### src/rtl/hrf_pkg.sv
package hrf_pkg;
  localparam int CNT_W = 6;

  typedef enum logic [1:0] {
    END_OPEN = 2'b00,
    END_GOOD = 2'b01,
    END_ERR  = 2'b10,
    END_PART = 2'b11
  } end_kind_e;

  typedef enum logic [1:0] {
    SQ_IDLE  = 2'd0,
    SQ_STORE = 2'd1,
    SQ_DROP  = 2'd2
  } seq_st_e;
endpackage

### src/rtl/hrf_store.sv
module hrf_store #(
  parameter int DEPTH = 64,
  localparam int AW = $clog2(DEPTH)
) (
  input  logic          clk,
  input  logic          wr_en,
  input  logic [AW-1:0] wr_addr,
  input  logic          wr_tag,
  input  logic [7:0]    wr_byte,
  input  logic          pt_en,
  input  logic [AW-1:0] pt_addr,
  input  logic [7:0]    pt_byte,
  input  logic [AW-1:0] rd_addr,
  output logic          rd_tag,
  output logic [7:0]    rd_byte
);
  // bit 8 marks a status location
  logic [8:0] mem [DEPTH];
  logic       pt_ok;

  assign pt_ok = pt_en && !(wr_en && (wr_addr == pt_addr));

  always_ff @(posedge clk) begin
    if (wr_en) mem[wr_addr] <= {wr_tag, wr_byte};
    if (pt_ok) mem[pt_addr] <= {1'b1, pt_byte};
  end

  assign rd_tag  = mem[rd_addr][8];
  assign rd_byte = mem[rd_addr][7:0];
endmodule

### src/rtl/hrf_level.sv
module hrf_level #(
  parameter int DEPTH = 64,
  localparam int AW = $clog2(DEPTH),
  localparam int CW = AW + 1
) (
  input  logic          clk,
  input  logic          rst_n,
  input  logic          push,
  input  logic          pop_req,
  input  logic [AW-1:0] thr,
  output logic [AW-1:0] wr_ptr,
  output logic [AW-1:0] rd_ptr,
  output logic          empty,
  output logic          full,
  output logic          near_full,
  output logic          nf_hit,
  output logic          full_hit
);
  localparam logic [CW-1:0] DEPTH_L = CW'(DEPTH);
  localparam logic [CW-1:0] TOP_L   = CW'(DEPTH - 1);

  logic [AW-1:0] wr_q, wr_d, rd_q, rd_d;
  logic [CW-1:0] lvl_q, lvl_d, thr_ext;
  logic          nf_q, nf_d, pop;

  always_comb begin
    thr_ext  = CW'(thr);
    empty    = (lvl_q == '0);
    full     = (lvl_q == DEPTH_L);
    pop      = pop_req && !empty;
    wr_d     = push ? wr_q + AW'(1) : wr_q;
    rd_d     = pop  ? rd_q + AW'(1) : rd_q;
    lvl_d    = lvl_q + CW'(push) - CW'(pop);
    nf_d     = (lvl_d >= thr_ext);
    nf_hit   = nf_d && (lvl_q < thr_ext);
    full_hit = push && !pop && (lvl_q == TOP_L);
  end

  always_ff @(posedge clk or negedge rst_n) begin
    if (!rst_n) begin
      wr_q  <= '0;
      rd_q  <= '0;
      lvl_q <= '0;
      nf_q  <= 1'b0;
    end else begin
      wr_q  <= wr_d;
      rd_q  <= rd_d;
      lvl_q <= lvl_d;
      nf_q  <= nf_d;
    end
  end

  assign wr_ptr    = wr_q;
  assign rd_ptr    = rd_q;
  assign near_full = nf_q;

  p_no_push_full_r9: assert property (@(posedge clk) disable iff (!rst_n)
    push |-> !full);
  p_empty_read_r6: assert property (@(posedge clk) disable iff (!rst_n)
    (pop_req && empty) |=> (rd_q == $past(rd_q)));
  p_nf_release_r7: assert property (@(posedge clk) disable iff (!rst_n)
    ($fell(nf_q) && $stable(thr)) |-> $past(pop));
  p_level_bound_r10: assert property (@(posedge clk) disable iff (!rst_n)
    lvl_q <= DEPTH_L);
endmodule

### src/rtl/hrf_seq.sv
module hrf_seq
  import hrf_pkg::*;
#(
  parameter int DEPTH = 64,
  localparam int AW = $clog2(DEPTH)
) (
  input  logic          clk,
  input  logic          rst_n,
  input  logic          unformatted,
  input  logic          rx_valid,
  input  logic [7:0]    rx_byte,
  input  logic          rx_start,
  input  logic          rx_end,
  input  logic          rx_abort,
  input  logic          full,
  input  logic          nf_hit,
  input  logic          full_hit,
  input  logic [AW-1:0] wr_ptr,
  output logic          push,
  output logic          push_tag,
  output logic [7:0]    push_byte,
  output logic          patch_en,
  output logic [AW-1:0] patch_addr,
  output logic [7:0]    patch_byte,
  output logic          in_msg
);
  seq_st_e          st_q, st_d;
  logic [AW-1:0]    hdr_q, hdr_d;
  logic [CNT_W-1:0] cnt_q, cnt_d, cnt_inc;

  assign cnt_inc = cnt_q + CNT_W'(1);

  always_comb begin
    st_d       = st_q;
    hdr_d      = hdr_q;
    cnt_d      = cnt_q;
    push       = 1'b0;
    push_tag   = 1'b0;
    push_byte  = rx_byte;
    patch_en   = 1'b0;
    patch_byte = '0;
    if (unformatted) begin
      st_d = SQ_IDLE;
      push = rx_valid && !full;
    end else if (rx_abort) begin
      if (st_q == SQ_STORE) begin
        patch_en   = 1'b1;
        patch_byte = {END_ERR, cnt_q};
      end
      st_d = SQ_IDLE;
    end else if (rx_end) begin
      if (st_q == SQ_STORE) begin
        patch_en   = 1'b1;
        patch_byte = {END_GOOD, cnt_q};
      end
      st_d = SQ_IDLE;
    end else if (rx_start && (st_q == SQ_IDLE)) begin
      if (full) begin
        st_d = SQ_DROP;
      end else begin
        push     = 1'b1;
        push_tag = 1'b1;
        hdr_d    = wr_ptr;
        cnt_d    = '0;
        if (full_hit) begin
          push_byte = {END_PART, CNT_W'(0)};
          st_d      = SQ_DROP;
        end else begin
          push_byte = {END_OPEN, CNT_W'(0)};
          st_d      = SQ_STORE;
        end
      end
    end else if (rx_valid && (st_q == SQ_STORE) && !full) begin
      push  = 1'b1;
      cnt_d = cnt_inc;
      if (full_hit) begin
        patch_en   = 1'b1;
        patch_byte = {END_PART, CNT_W'(0)};
        st_d       = SQ_DROP;
      end else if (nf_hit) begin
        patch_en   = 1'b1;
        patch_byte = {END_PART, cnt_inc};
        st_d       = SQ_DROP;
      end
    end
  end

  always_ff @(posedge clk or negedge rst_n) begin
    if (!rst_n) begin
      st_q  <= SQ_IDLE;
      hdr_q <= '0;
      cnt_q <= '0;
    end else begin
      st_q  <= st_d;
      hdr_q <= hdr_d;
      cnt_q <= cnt_d;
    end
  end

  assign patch_addr = hdr_q;
  assign in_msg     = (st_q != SQ_IDLE);

  p_unfmt_raw_r11: assert property (@(posedge clk) disable iff (!rst_n)
    (unformatted && push) |-> !push_tag);
  p_drop_silent_r8: assert property (@(posedge clk) disable iff (!rst_n)
    (!unformatted && (st_q == SQ_DROP)) |-> !push);
  p_patch_apart_r9: assert property (@(posedge clk) disable iff (!rst_n)
    (patch_en && push) |-> (patch_addr != wr_ptr));
endmodule

### src/rtl/hdlc_rx_msg_fifo.sv
module hdlc_rx_msg_fifo #(
  parameter int DEPTH = 64,
  localparam int AW = $clog2(DEPTH)
) (
  input  logic          clk,
  input  logic          rst_n,
  input  logic          unformatted,
  input  logic [AW-1:0] nf_thresh,
  input  logic          rx_valid,
  input  logic [7:0]    rx_byte,
  input  logic          rx_start,
  input  logic          rx_end,
  input  logic          rx_abort,
  input  logic          rd_en,
  output logic [7:0]    rd_data,
  output logic          fifo_empty,
  output logic          fifo_full,
  output logic          near_full,
  output logic          next_is_status,
  output logic          msg_active
);
  logic [1:0]    rst_sync;
  logic          rst_i;
  logic          push, push_tag, patch_en, nf_hit, full_hit, in_msg, rd_tag;
  logic [7:0]    push_byte, patch_byte, rd_byte;
  logic [AW-1:0] wr_ptr, rd_ptr, patch_addr;

  // asynchronous assertion, synchronous release
  always_ff @(posedge clk or negedge rst_n) begin
    if (!rst_n) rst_sync <= 2'b00;
    else        rst_sync <= {rst_sync[0], 1'b1};
  end
  assign rst_i = rst_sync[1];

  hrf_level #(.DEPTH(DEPTH)) u_level (
    .clk(clk), .rst_n(rst_i), .push(push), .pop_req(rd_en), .thr(nf_thresh),
    .wr_ptr(wr_ptr), .rd_ptr(rd_ptr), .empty(fifo_empty), .full(fifo_full),
    .near_full(near_full), .nf_hit(nf_hit), .full_hit(full_hit)
  );

  hrf_seq #(.DEPTH(DEPTH)) u_seq (
    .clk(clk), .rst_n(rst_i), .unformatted(unformatted), .rx_valid(rx_valid),
    .rx_byte(rx_byte), .rx_start(rx_start), .rx_end(rx_end), .rx_abort(rx_abort),
    .full(fifo_full), .nf_hit(nf_hit), .full_hit(full_hit), .wr_ptr(wr_ptr),
    .push(push), .push_tag(push_tag), .push_byte(push_byte), .patch_en(patch_en),
    .patch_addr(patch_addr), .patch_byte(patch_byte), .in_msg(in_msg)
  );

  hrf_store #(.DEPTH(DEPTH)) u_store (
    .clk(clk), .wr_en(push), .wr_addr(wr_ptr), .wr_tag(push_tag), .wr_byte(push_byte),
    .pt_en(patch_en), .pt_addr(patch_addr), .pt_byte(patch_byte),
    .rd_addr(rd_ptr), .rd_tag(rd_tag), .rd_byte(rd_byte)
  );

  assign rd_data        = fifo_empty ? 8'h00 : rd_byte;
  assign next_is_status = !fifo_empty && rd_tag;
  assign msg_active     = unformatted || in_msg;

  p_active_start_r5: assert property (@(posedge clk) disable iff (!rst_i)
    (!unformatted && rx_start && !msg_active && !rx_end && !rx_abort) |=> msg_active);
endmodule

### config.mk
export PLATFORM = sky130hd
export DESIGN_NAME = hdlc_rx_msg_fifo
export DESIGN_NICKNAME = d
export VERILOG_FILES = /design/src/rtl/hrf_pkg.sv /design/src/rtl/hrf_store.sv /design/src/rtl/hrf_level.sv /design/src/rtl/hrf_seq.sv /design/src/rtl/hdlc_rx_msg_fifo.sv
export SDC_FILE = /design/constraint.sdc
export NUM_CORES = 1
export LEC_CHECK = 0
export ABC_CLOCK_PERIOD_IN_PS = 3920
export BUFFER_PORTS_ARGS = -buffer_cell sky130_fd_sc_hd__buf_4
export CORE_MARGIN = 5
export CORE_UTILIZATION = 47
export CTS_CLUSTER_DIAMETER = 200
export CTS_CLUSTER_SIZE = 30
export DETAILED_ROUTE_END_ITERATION = 12
export GPL_TIMING_DRIVEN = 0
export PLACE_DENSITY = 0.58
export SETUP_SLACK_MARGIN = 0.15
export SLEW_MARGIN = 40
export SYNTH_ARGS = -nofsm -noshare
export SYNTH_HDL_FRONTEND = slang
export SYNTH_SLANG_ARGS = --single-unit
### constraint.sdc
create_clock -name clk -period 3.92 [get_ports clk]
set_clock_uncertainty 0.15 [all_clocks]
set_input_delay 0.588 -clock clk [delete_from_list [all_inputs] [get_ports clk]]
set_output_delay 0.588 -clock clk [all_outputs]
set_load 0.005 [all_outputs]
; Yosys cells after proc, flatten, opt, wreduce, memory -nomap -nowiden
; Memories as Yosys holds them, arrays and structs flattened.
; Index checks and enable logic that the tools add are counted.
[totals]
regBits = 36
latchBits = 0
ram_bits = 576
romBits = 0
output_inout_bits = 13
wordCells = 100
memories = 1
[mem_list]
columns = memory, words, word_bits, rd, rd_ports_with_merged_regs, write_ports, line
row1 = u_store.mem, 64, 9, 1, 0, 2, hrf_store.sv:18  ; logic [8:0] mem [DEPTH];
[classes]
addsub = 5
mul = 0
div_mod_pow = 0
order_cmp = 2
eq_ne = 5
n_shift = 0
n_mux = 50
bitwise = 4
n_reduce_logical = 25
[op_table]
columns = operator, n
row1 = $mux W8, 15
row2 = $mux W1, 22
row3 = $add A6 B1 Y6 const B, 3
row4 = $mux W2, 9
row5 = $mux W6, 3
row6 = $logic_and A1 B1 Y1, 11
row7 = $reduce_and A5 Y1, 2
row8 = $add A7 B1 Y7, 1
row9 = $eq A7 B6 Y1 const B, 1
row10 = $eq A7 B7 Y1 const B, 1
row11 = $ge A7 B6 Y1, 1
row12 = $logic_not A7 Y1, 1
row13 = $lt A7 B6 Y1, 1
row14 = $mux W7, 1
row15 = $sub A7 B1 Y7, 1
row16 = $eq A6 B6 Y1, 1
row17 = $reduce_bool A6 Y1, 1
row18 = $reduce_bool A5 Y1, 1
row19 = $logic_not A1 Y1, 4
row20 = $not A1 Y1, 4
row21 = $reduce_bool A2 Y1, 2
row22 = $eq A2 B1 Y1 const B, 1
row23 = $logic_not A2 Y1, 1
row24 = $ne A2 B2 Y1 const B, 1
row25 = other kinds (2), 2

; Logic depth before layout (Yosys ltp)
; Gate-level depths: netlist of the first run.
[depth]
depth_word = 22
mapped_depth = 23
ltp_nobuf = 22

; Cells and area by module
; A second synthesis of the first run with hierarchy kept.
[hier_totals]
hier_cells = 2241
hier_area_um2 = 31292.5
[modules_own_cells]
columns = mod, instances, cells_each, area_each_um2, seq_area_each_um2
row1 = hrf_store, 1, 1988, 28751.3, 16656.0
row2 = hrf_level, 1, 129, 1346.3, 500.5
row3 = hrf_seq, 1, 111, 1078.5, 350.3
row4 = hdlc_rx_msg_fifo, 1, 13, 116.4, 50.0

; Worst setup path before layout of the first run
; OpenSTA, ideal clock, no wires.
[synth_path]
path_kind = input to register
start = input port rx_abort
end = memory u_store.mem[15][0], enable pin
setup_ns = 0.327
t_arrival_ns = 4.646
slack_ns = -1.203
stages = 21
path_buffers = 1
cell_sequence = buf_2 -> nor3_2 -> nand2_1 -> nand2_1 -> nand2_1 -> ha_1 -> inv_1 -> ha_1 -> inv_1 -> fa_1 -> nor2b_1 -> o221ai_1 -> a21boi_0 -> ha_1 -> a21o_1 -> a21oi_1 -> o21ai_0 -> nor3_2 -> a2111oi_4 -> o211ai_1 -> nand2_1
[synth_lines]
columns = element, line
row1 = "start, declared", hdlc_rx_msg_fifo.sv:13  ; input logic rx_abort,
row2 = "end, declared", hrf_store.sv:18

==> flow_metrics.tcl, run 1 <==
set metrics [dict create \
    r2r_end "u_store.mem[27][0]$_DFFE_PP_" \
    fin_area_mm2 0.0371 \
    initial_utilization 0.475 \
    grt_max_degree 35 \
    worst-r2r-cell-count 27 \
    ios 35 \
    synthTopCellsByArea "edfxtp_1 51%, mux4_2 14%, o22ai_1 11%" \
    crit_end "u_store.mem[27][0]$_DFFE_PP_" \
    ys_types 59 \
    yosys_warnings 0 \
    cpMaxStageDelayCell "dfrtp_1" \
    slew_violations 0 \
    htree_num_levels 1 \
    grt_pass1_vias 22100 \
    grt_usage 0.295 \
    hp-class "input port to async pin" \
    io_buffers 32 \
    grt_busiest_layer "met2" \
    ys_ff_latch 612 \
    critPathMaxFanout 6 \
    finalNetCount 2470 \
    die-area_mm2 0.0689 \
    place_area_mm2 0.0323 \
    fill_cells 4962 \
    worst_path_largest_cell_delay_ns 0.40 \
    dieWidth_um 263 \
    ir_drop_mv 0.514 \
    drt_iter0_drc 3141 \
    setup_viol 1099 \
    status "finished with violations" \
    overflow 0 \
    antenna_found_initial 1 \
    clk_pin_slew_ns 0.12 \
    rows 92 \
    grt_pass1_wl_mm 152 \
    rsz0062_at_grt "yes" \
    cp-end-kind "flop" \
    regToRegSetupSlack_ns -1.16 \
    fmax_mhz 197 \
    use_met2 0.470 \
    yosysMostFrequentCell "o22ai_1" \
    cts_tree "yes" \
    vias 22800 \
    multiInputGateArea_mm2 0.0132 \
    yosysSeqAreaShare 0.586 \
    ys_dominant_reg_cell "edfxtp_1" \
    clock_sinks 612 \
    syn_area_mm2 0.0300 \
    grtUsageMet3 0.0444 \
    worst_slew_margin_rel 0.288 \
    die_height_um 263 \
    crit_required_ns 4.12 \
    seqCellArea_mm2 0.0176 \
    stdcell_count 3285 \
    worstPathArrival_ns 5.28 \
    powerDensity_mw_per_mm2 479 \
    crit_family "adder cells" \
    layout_min_cycle_time_ns 5.08 \
    vias_per_cell 6.94 \
    postRouteAntennaNets 0 \
    cp_common_cell "ha_4" \
    diodes 0 \
    cts_made_buffers 24 \
    finalPower_uw 17700 \
    syn-instance-count 2174 \
    tightest_slew_ns 1.07 \
    first_pass_iters 6 \
    drc 0 \
    async_flop_share 0.0588 \
    syn_nets 2223 \
    routedWlPerCell_um 32.3 \
    post-place-cells 3062 \
    cp.depth 27 \
    place.gp.congestion 0.985 \
    p_leak_uw 0.0115 \
    violations "setup timing" \
    dp_hpwl_mm 75.6 \
    drive_gt1_frac 0.324 \
    finalWorstSetupSlack_ns -1.16 \
    cts_max_path_buffers 3 \
    maxCapViolations 0 \
    core_area_mm2 0.0631 \
    criticalPathCategory "flop to flop" \
    hold_viol 0 \
    cp-start-kind "flop" \
    regToRegStartpoint "u_level.lvl_q[3]$_DFF_PN0_" \
    clk_latency_ns 0.63 \
    syn_avg_cell_area_um2 13.8 \
    cp_num_buf_inv 9 \
    startpoint "u_level.lvl_q[3]$_DFF_PN0_" \
    synth_top_area_frac 0.513 \
    synth_edf_count 512 \
    synth_top_area_cell "edfxtp_1" \
    root_buffer "clkbuf_16" \
    grt_util_met1 0.409 \
    area_delta_synth_final_pct 23.7 \
    min_period_over_period 1.30 \
    yosys-top-cells-count "521 x o22ai_1, 512 x edfxtp_1, 233 x nand2_1, 180 x mux4_2, 174 x clkbuf_1" \
    totalWireLength_mm 106 \
]
## cells by family after synthesis
family          Yosys count  share of synthesized area
simple gates            324                     0.0488
fa+ha+maj                27                     0.0115
other cells               1                   0.000125
buf+inv                 285                     0.0397
compound gates          707                      0.167
flops                   612                      0.586
mux                     199                      0.142
xor+xnor                 19                    0.00555
## state kept, by name (all words and copies together) (netlist names)
register           flops
u_seq.cnt_q            6
u_level.wr_ptr         6
u_seq.patch_addr       6
u_level.near_full      1
u_seq.st_q             2
u_level.rd_ptr         6
u_level.lvl_q          7
u_store.mem          576
rst_sync               2
## power by group
group	switching [µW]	internal (µW)	total (µW)	leakage, µW
clock	2080	1240	3320	0.000339
combinational	4180	2680	6860	0.00557
sequential	227	7330	7550	0.00555
total	6500	11200	17700	0.0115
## placed cells by master (no fill, tap or decap), types with 8 or more instances in the layout
cell       Yosys  final
clkbuf_2       0     35
buf_4          6    100
xnor2_1       12     12
clkbuf_1     174    157
o22ai_2        0     49
clkbuf_16      0     29
dfrtp_1       36     35
dfxtp_1       64     64
ha_1          26     21
nand2b_1      11     10
o211ai_1      68     68
edfxtp_1     512    512
and3_1         9      9
mux2i_1       18     18
nand2_8        0     29
inv_1         23     16
o22ai_4        0      8
o22ai_1      521    464
o211ai_4       0     60
nand2_4        0     34
buf_2         47     32
buf_6          5     56
nand2_2        0      8
nand2_1      233    162
nor2_1        11      9
o21ai_0       16     14
nor2b_1        9      8
mux4_2       180    180
buf_8          0     20
buf_12         0     75
## worst min-delay path by stage
stage,from,to,depth (start not counted)
floorplan,rst_n,rst_sync[0]$_DFF_PN0_,0
global placement,rst_sync[0]$_DFF_PN0_,rst_sync[1]$_DFF_PN0_,0
detailed placement,rst_sync[1]$_DFF_PN0_,u_seq.cnt_q[3]$_DFFE_PN0P_,0
CTS,rx_abort,u_seq.st_q[1]$_DFFE_PN0P_,3
global route,rst_n,rst_sync[1]$_DFF_PN0_,2
finish,rst_n,rst_sync[1]$_DFF_PN0_,2
## repair_timing
action | 4_1_cts | 5_1_grt
hold endpoints to repair | 2 | 0
setup buffers | 159 | 8
gates resized for setup | 202 | 129
hold buffers | 1 | 0
endpoints found under the setup margin | 1101 | 1100
pin swaps | 97 | 62
cloned | 8 | 3
## final cells by class
class                      instances  share of cell area
sequential                       612               0.474
timing repair buffer             221              0.0797
tap                              846              0.0286
clock buffer                      43              0.0187
clock inverter                     1            0.000540
multi-input combinational       1277               0.356
buffer                           261              0.0397
inverter                          24             0.00260
## stage by stage
step	setup TNS [ns]	setup slack (ns)	hold WS [ns]	util
after floorplan	-789.67	-0.851	0.142	-
after global placement	-2503.44	-2.83	0.194	0.507
after detailed placement	-2362.71	-2.48	0.175	0.512
after CTS	-1180.16	-1.21	0.114	0.574
after global routing	-1265.58	-1.28	0.126	0.588
final	-1112.98	-1.16	0.132	0.588
## per-layer routing
metal  up-vias  share of wire
met3       244          0.093
met1     11700           0.38
met5         -        0.00097
li1       9475              -
met2      1382           0.47
met4         2          0.053
No activity file was read; power rests on OpenSTA's default activity.
==> run 2: changes to the inputs <==
REMOVE_ABC_BUFFERS = 1   (was unset)
==> run 2 against run 1 <==
Net effect:
- the run still ends with setup timing left
- cell area increased by 4.7%
- critical path depth up 1
- maximum frequency up 2.4%
- first-iteration DRC count is 11% lower
- largest cell class unchanged
==> flow_metrics.tcl, run 2 (synthesized netlist as in run 1, its figures left out) <==
set metrics [dict create \
    clock_sinks 612 \
    initial_utilization 0.475 \
    place_area_mm2 0.0319 \
    status "finished with violations" \
    cpMaxStageDelayCell "dfrtp_1" \
    largest-register "u_store.mem" \
    ir_drop_mv 0.706 \
    die_height_um 263 \
    cts_made_buffers 24 \
    powerDensity_mw_per_mm2 475 \
    worst_hold_slack_ns 0.0321 \
    final_common_cell "edfxtp_1" \
    hp-class "flop to async pin" \
    dp_hpwl_mm 63.2 \
    antenna_found_initial 0 \
    fin_area_mm2 0.0388 \
    post-route-util 0.615 \
    worst_path_largest_cell_delay_ns 0.40 \
    io_buffers 34 \
    tightest_slew_ns 0.952 \
    cp_num_buf_inv 10 \
    clk_latency_ns 0.61 \
    cp-end-kind "flop" \
    criticalPathCategory "flop to flop" \
    vias_per_cell 6.97 \
    p_int_uw 11900 \
    final.setup.tns_ns -978.94 \
    hold_viol 0 \
    diodes 0 \
    place.gp.congestion 0.837 \
    power.share.clock 0.179 \
    cts_max_path_buffers 3 \
    grt_pass1_vias 20600 \
    swShare 0.355 \
    violations "setup timing" \
    largest_register_ffs 576 \
    maxCapViolations 0 \
    first_pass_iters 6 \
    postRouteAntennaNets 0 \
    worstPathArrival_ns 5.16 \
    die-area_mm2 0.0689 \
    cts_tree "yes" \
    crit_required_ns 4.12 \
    crit_family "compound AO/OA/AOI/OAI gates" \
    slew_violations 0 \
    seqPwrFrac 0.426 \
    clk_pin_slew_ns 0.12 \
    drc 0 \
    vias 22400 \
    totalWireLength_mm 101 \
    area_delta_synth_final_pct 29.5 \
    reg.largest.list "u_store.mem x576, u_level.lvl_q x7" \
    layout_common_cells "512 x edfxtp_1, 387 x o22ai_1, 180 x mux4_2, 166 x buf_4, 161 x nand2_1" \
    grt_max_degree 40 \
    fmax_mhz 202 \
    setup_viol 1099 \
    switching_power_uw 6550 \
    cp-start-kind "flop" \
    core_area_mm2 0.0631 \
    htree_num_levels 1 \
    p_comb_frac 0.395 \
    grt_pass1_wl_mm 138 \
    finalNetCount 2404 \
    rows 92 \
    min_period_over_period 1.27 \
    layout_min_cycle_time_ns 4.96 \
    worst_slew_margin_rel 0.365 \
    routedWlPerCell_um 31.4 \
    rsz0062_at_grt "yes" \
    grt_usage 0.259 \
    finalWorstSetupSlack_ns -1.04 \
    root_buffer "clkbuf_16" \
    drt_iter0_drc 2799 \
    critPathMaxFanout 8 \
    ios 35 \
    overflow 0 \
    drive_gt1_frac 0.410 \
    dieWidth_um 263 \
    p_leak_uw 0.0123 \
    fill_cells 4712 \
]
## run 2: cell count changes in the layout (fill, tap and decap cells not counted), moves of 8 or more
cell | previous run | this run
clkbuf_2 | 35 | 3
buf_16 | 7 | 22
clkbuf_1 | 157 | 18
buf_4 | 100 | 166
o22ai_1 | 464 | 387
clkbuf_16 | 29 | 55
buf_6 | 56 | 66
dfrtp_1 | 35 | 27
o22ai_2 | 49 | 124
buf_2 | 32 | 19
## run 2: path summary, 6_finish.rpt
check                                      startpoint                       endpoint  slack (ns)  cells after the start
max                        u_level.lvl_q[5]$_DFF_PN0_    u_store.mem[9][5]$_DFFE_PP_       -1.04                     28
min                             rst_sync[1]$_DFF_PN0_    u_level.near_full$_DFF_PN0_        0.03                      0
max reg2reg                u_level.lvl_q[5]$_DFF_PN0_    u_store.mem[9][5]$_DFFE_PP_       -1.04                     28
min reg2reg                     rst_sync[1]$_DFF_PN0_    u_level.near_full$_DFF_PN0_        0.03                      0
max in group asynchronous       rst_sync[1]$_DFF_PN0_  u_level.rd_ptr[2]$_DFFE_PN0P_        3.13                      1
min in group clk                               rx_end      u_seq.st_q[0]$_DFFE_PN0P_        0.17                      3
## run 2: layer usage
layer	share of wire	vias up	global-route usage
li1	-	9319	-
met5	0	-	0
met2	0.46	1477	0.406
met3	0.13	148	0.0566
met1	0.38	11500	0.377
met4	0.027	0	0.0581
## run 2: area by class of cell
cell class / count / area [µm²] / area share
Clock inverter: 1 / 20.0 / 0.000516
Inverter: 24 / 92.6 / 0.00239
Clock buffer: 43 / 693 / 0.0179
Multi-Input combinational cell: 1282 / 13900 / 0.358
Sequential cell: 612 / 17600 / 0.453
Tap cell: 846 / 1060 / 0.0273
Timing Repair Buffer: 411 / 5450 / 0.140
## run 2: repair_timing
action | 4_1_cts | 5_1_grt
cloned | 7 | 30
buffers inserted | 118 | 115
resized for setup | 274 | 284
endpoints found under the setup margin | 1100 | 1100
pin swaps | 93 | 144
hold buffers | 1 | 0
hold endpoints to repair | 2 | 0
## run 2: metrics by stage
stage | std cells | setup WS [ns] | total power (µW)
after global placement | 2793 | -7.56 | 12400
after CTS | 3073 | -1.03 | 17500
final | 3219 | -1.04 | 18400
after detailed placement | 2903 | -2.93 | 13500
after floorplan | 1913 | -3.76 | 11200
after global routing | 3219 | -1.18 | 19000
## run 2: power by group through the flow
stage / clock network [µW] / registers [µW] / logic [µW]
floorplan: 0 / 8260 / 2930
global placement: 0 / 8490 / 3910
detailed placement: 0 / 8040 / 5510
CTS: 3290 / 7890 / 6310
global route: 3520 / 7890 / 7600
finish: 3300 / 7850 / 7270
==> run 3: changes to the inputs <==
ABC_CLOCK_PERIOD_IN_PS = 4540   (was 3920)
CORE_ASPECT_RATIO = 1.4   (was unset)
PLACE_DENSITY = 0.61   (was 0.58)
TNS_END_PERCENT = 10   (was unset)
clock period = 4.54 ns   (was 3.92 ns; I/O delays follow)
==> run 3 against run 2 <==
Net effect:
- the flow still finishes with violations (setup timing)
- total power shrank 19%
- non-clock buffer count is 164 lower
- first-iteration DRC count shrank 7.5%
- wire length decreased by 10%
- worst hold slack better by 0.0059 ns
- critical path depth shrank 1
- register-to-register slack better by 0.45 ns
==> flow_metrics.tcl, run 3 (synthesized netlist as in run 1, its figures left out) <==
set metrics [dict create \
    status "finished with violations" \
    violations "setup timing" \
    layout_common_cells "512 x edfxtp_1, 481 x o22ai_1, 180 x mux4_2, 160 x nand2_1, 112 x buf_4" \
    worst_slew_margin_rel 0.371 \
    routedWlPerCell_um 29.8 \
    worst_path_largest_cell_delay_ns 0.42 \
    crit_end "u_store.mem[47][4]$_DFFE_PP_" \
    p_comb_frac 0.352 \
    seqPwrFrac 0.460 \
    final_common_cell "edfxtp_1" \
    r2r_end "u_store.mem[47][4]$_DFFE_PP_" \
    worstPathArrival_ns 5.32 \
    ios 35 \
    power.share.clock 0.189 \
    critPathMaxFanout 7 \
    p_int_uw 9710 \
    grt_max_degree 39 \
    powerDensity_mw_per_mm2 424 \
    largest-register "u_store.mem" \
    clk_latency_ns 0.61 \
    antenna_found_initial 1 \
    initial_utilization 0.475 \
    totalWireLength_mm 90.7 \
    post-place-cells 2885 \
    die-area_mm2 0.0690 \
    maxCapViolations 0 \
    drc 0 \
    cts_max_path_buffers 3 \
    area_delta_synth_final_pct 17.5 \
    root_buffer "clkbuf_16" \
    dp_hpwl_mm 63.0 \
    setup_viol 1093 \
    rsz0062_at_grt "yes" \
    vias 21000 \
    swShare 0.350 \
    worst-r2r-cell-count 27 \
    ir_drop_mv 0.539 \
    multiInputGateArea_mm2 0.0129 \
    postRouteAntennaNets 0 \
    drive_gt1_frac 0.318 \
    seqCellArea_mm2 0.0176 \
    stdcell_count 3040 \
    criticalPathCategory "flop to flop" \
    cp-end-kind "flop" \
    switching_power_uw 5220 \
    rows 109 \
    finalPower_uw 14900 \
    grt_pass1_vias 20600 \
    vias_per_cell 6.91 \
    crit_required_ns 4.73 \
    slew_violations 0 \
    regToRegStartpoint "u_level.lvl_q[3]$_DFF_PN0_" \
    clock_sinks 612 \
    htree_num_levels 1 \
    cpMaxStageDelayCell "dfrtp_1" \
    place.gp.congestion 0.924 \
    cp-start-kind "flop" \
    die_height_um 309 \
    grt_pass1_wl_mm 135 \
    finalWorstSetupSlack_ns -0.589 \
    io_buffers 34 \
    tightest_slew_ns 0.943 \
    first_pass_iters 6 \
    fill_cells 4977 \
    min_period_over_period 1.13 \
    p_leak_uw 0.0107 \
    regToRegSetupSlack_ns -0.59 \
    dieWidth_um 223 \
    overflow 0 \
    largest_register_ffs 576 \
    drt_iter0_drc 2590 \
    reg.largest.list "u_store.mem x576, u_level.lvl_q x7" \
    layout_min_cycle_time_ns 5.13 \
    core_area_mm2 0.0631 \
    grt_usage 0.255 \
    finalNetCount 2238 \
    clk_pin_slew_ns 0.13 \
    fmax_mhz 195 \
    hp-class "flop to async pin" \
    cts_tree "yes" \
    startpoint "u_level.lvl_q[3]$_DFF_PN0_" \
    hold_viol 0 \
    cts_made_buffers 24 \
]
[run 3: worst max-delay path: cells and delay by family, from the launching register on]
| kind | cells | cell delay (ns) |
|---|---|---|
| compound gates | 8 | 1.24 |
| fa+ha+maj | 5 | 1.14 |
| buf+inv | 9 | 1.02 |
| flops | 1 | 0.42 |
| simple gates | 5 | 0.89 |
[run 3: area by class of cell]
cell class / count / area share
clock buffer: 43 / 0.0197
antenna: 1 / 0.0000711
clock inverter: 1 / 0.000568
timing repair buffer: 247 / 0.0809
inverter: 24 / 0.00263
tap: 832 / 0.0296
multi-input combinational: 1280 / 0.368
sequential: 612 / 0.499
[run 3: worst min path at each step]
stage	end	slack, ns
6_report	u_seq.st_q[1]$_DFFE_PN0P_	0.04
4_1_cts	u_seq.st_q[1]$_DFFE_PN0P_	0.04
2_1_floorplan	rst_sync[1]$_DFF_PN0_	0.18
5_1_grt	u_seq.st_q[1]$_DFFE_PN0P_	0.06
3_3_place_gp	rst_sync[1]$_DFF_PN0_	0.19
3_5_place_dp	u_level.lvl_q[1]$_DFF_PN0_	0.08
[run 3: power by group through the flow]
stage / Combinational (µW) / Clock, µW / Sequential (µW)
global route: 5530 / 3020 / 6910
floorplan: 2610 / 0 / 7170
finish: 5250 / 2820 / 6860
global placement: 3490 / 0 / 7390
detailed placement: 4650 / 0 / 6990
CTS: 5080 / 2820 / 6850
[run 3: per-layer routing]
layer  GRT usage  vias to the layer above  routed length (µm)
met5           0                        -                   0
met4       0.104                        0                4340
met1       0.335                    10700               33100
met3      0.0413                      193                8090
li1            -                     8956                   -
met2       0.429                     1159               45200
[run 3: metrics by stage]
step / TNS (ns) / hold slack (ns) / worst slack (ns) / cell area, µm² / utilization
after floorplan: -1964.00 / 0.181 / -3.24 / 28900 / -
after global placement: -5600.49 / 0.193 / -6.39 / 30200 / 0.478
after detailed placement: -2054.09 / 0.0785 / -2.39 / 31800 / 0.504
after CTS: -440.56 / 0.0427 / -0.581 / 34300 / 0.542
after global routing: -645.37 / 0.0563 / -0.763 / 35200 / 0.558
final: -463.16 / 0.0380 / -0.589 / 35200 / 0.558
[run 3: repair_timing]
item	CTS	global route
endpoints found under the hold margin	2	0
setup buffers	73	31
gates resized for setup	237	104
hold buffers	1	0
pin swaps	106	120
endpoints found under the setup margin	1100	1099
gates cloned	1	4
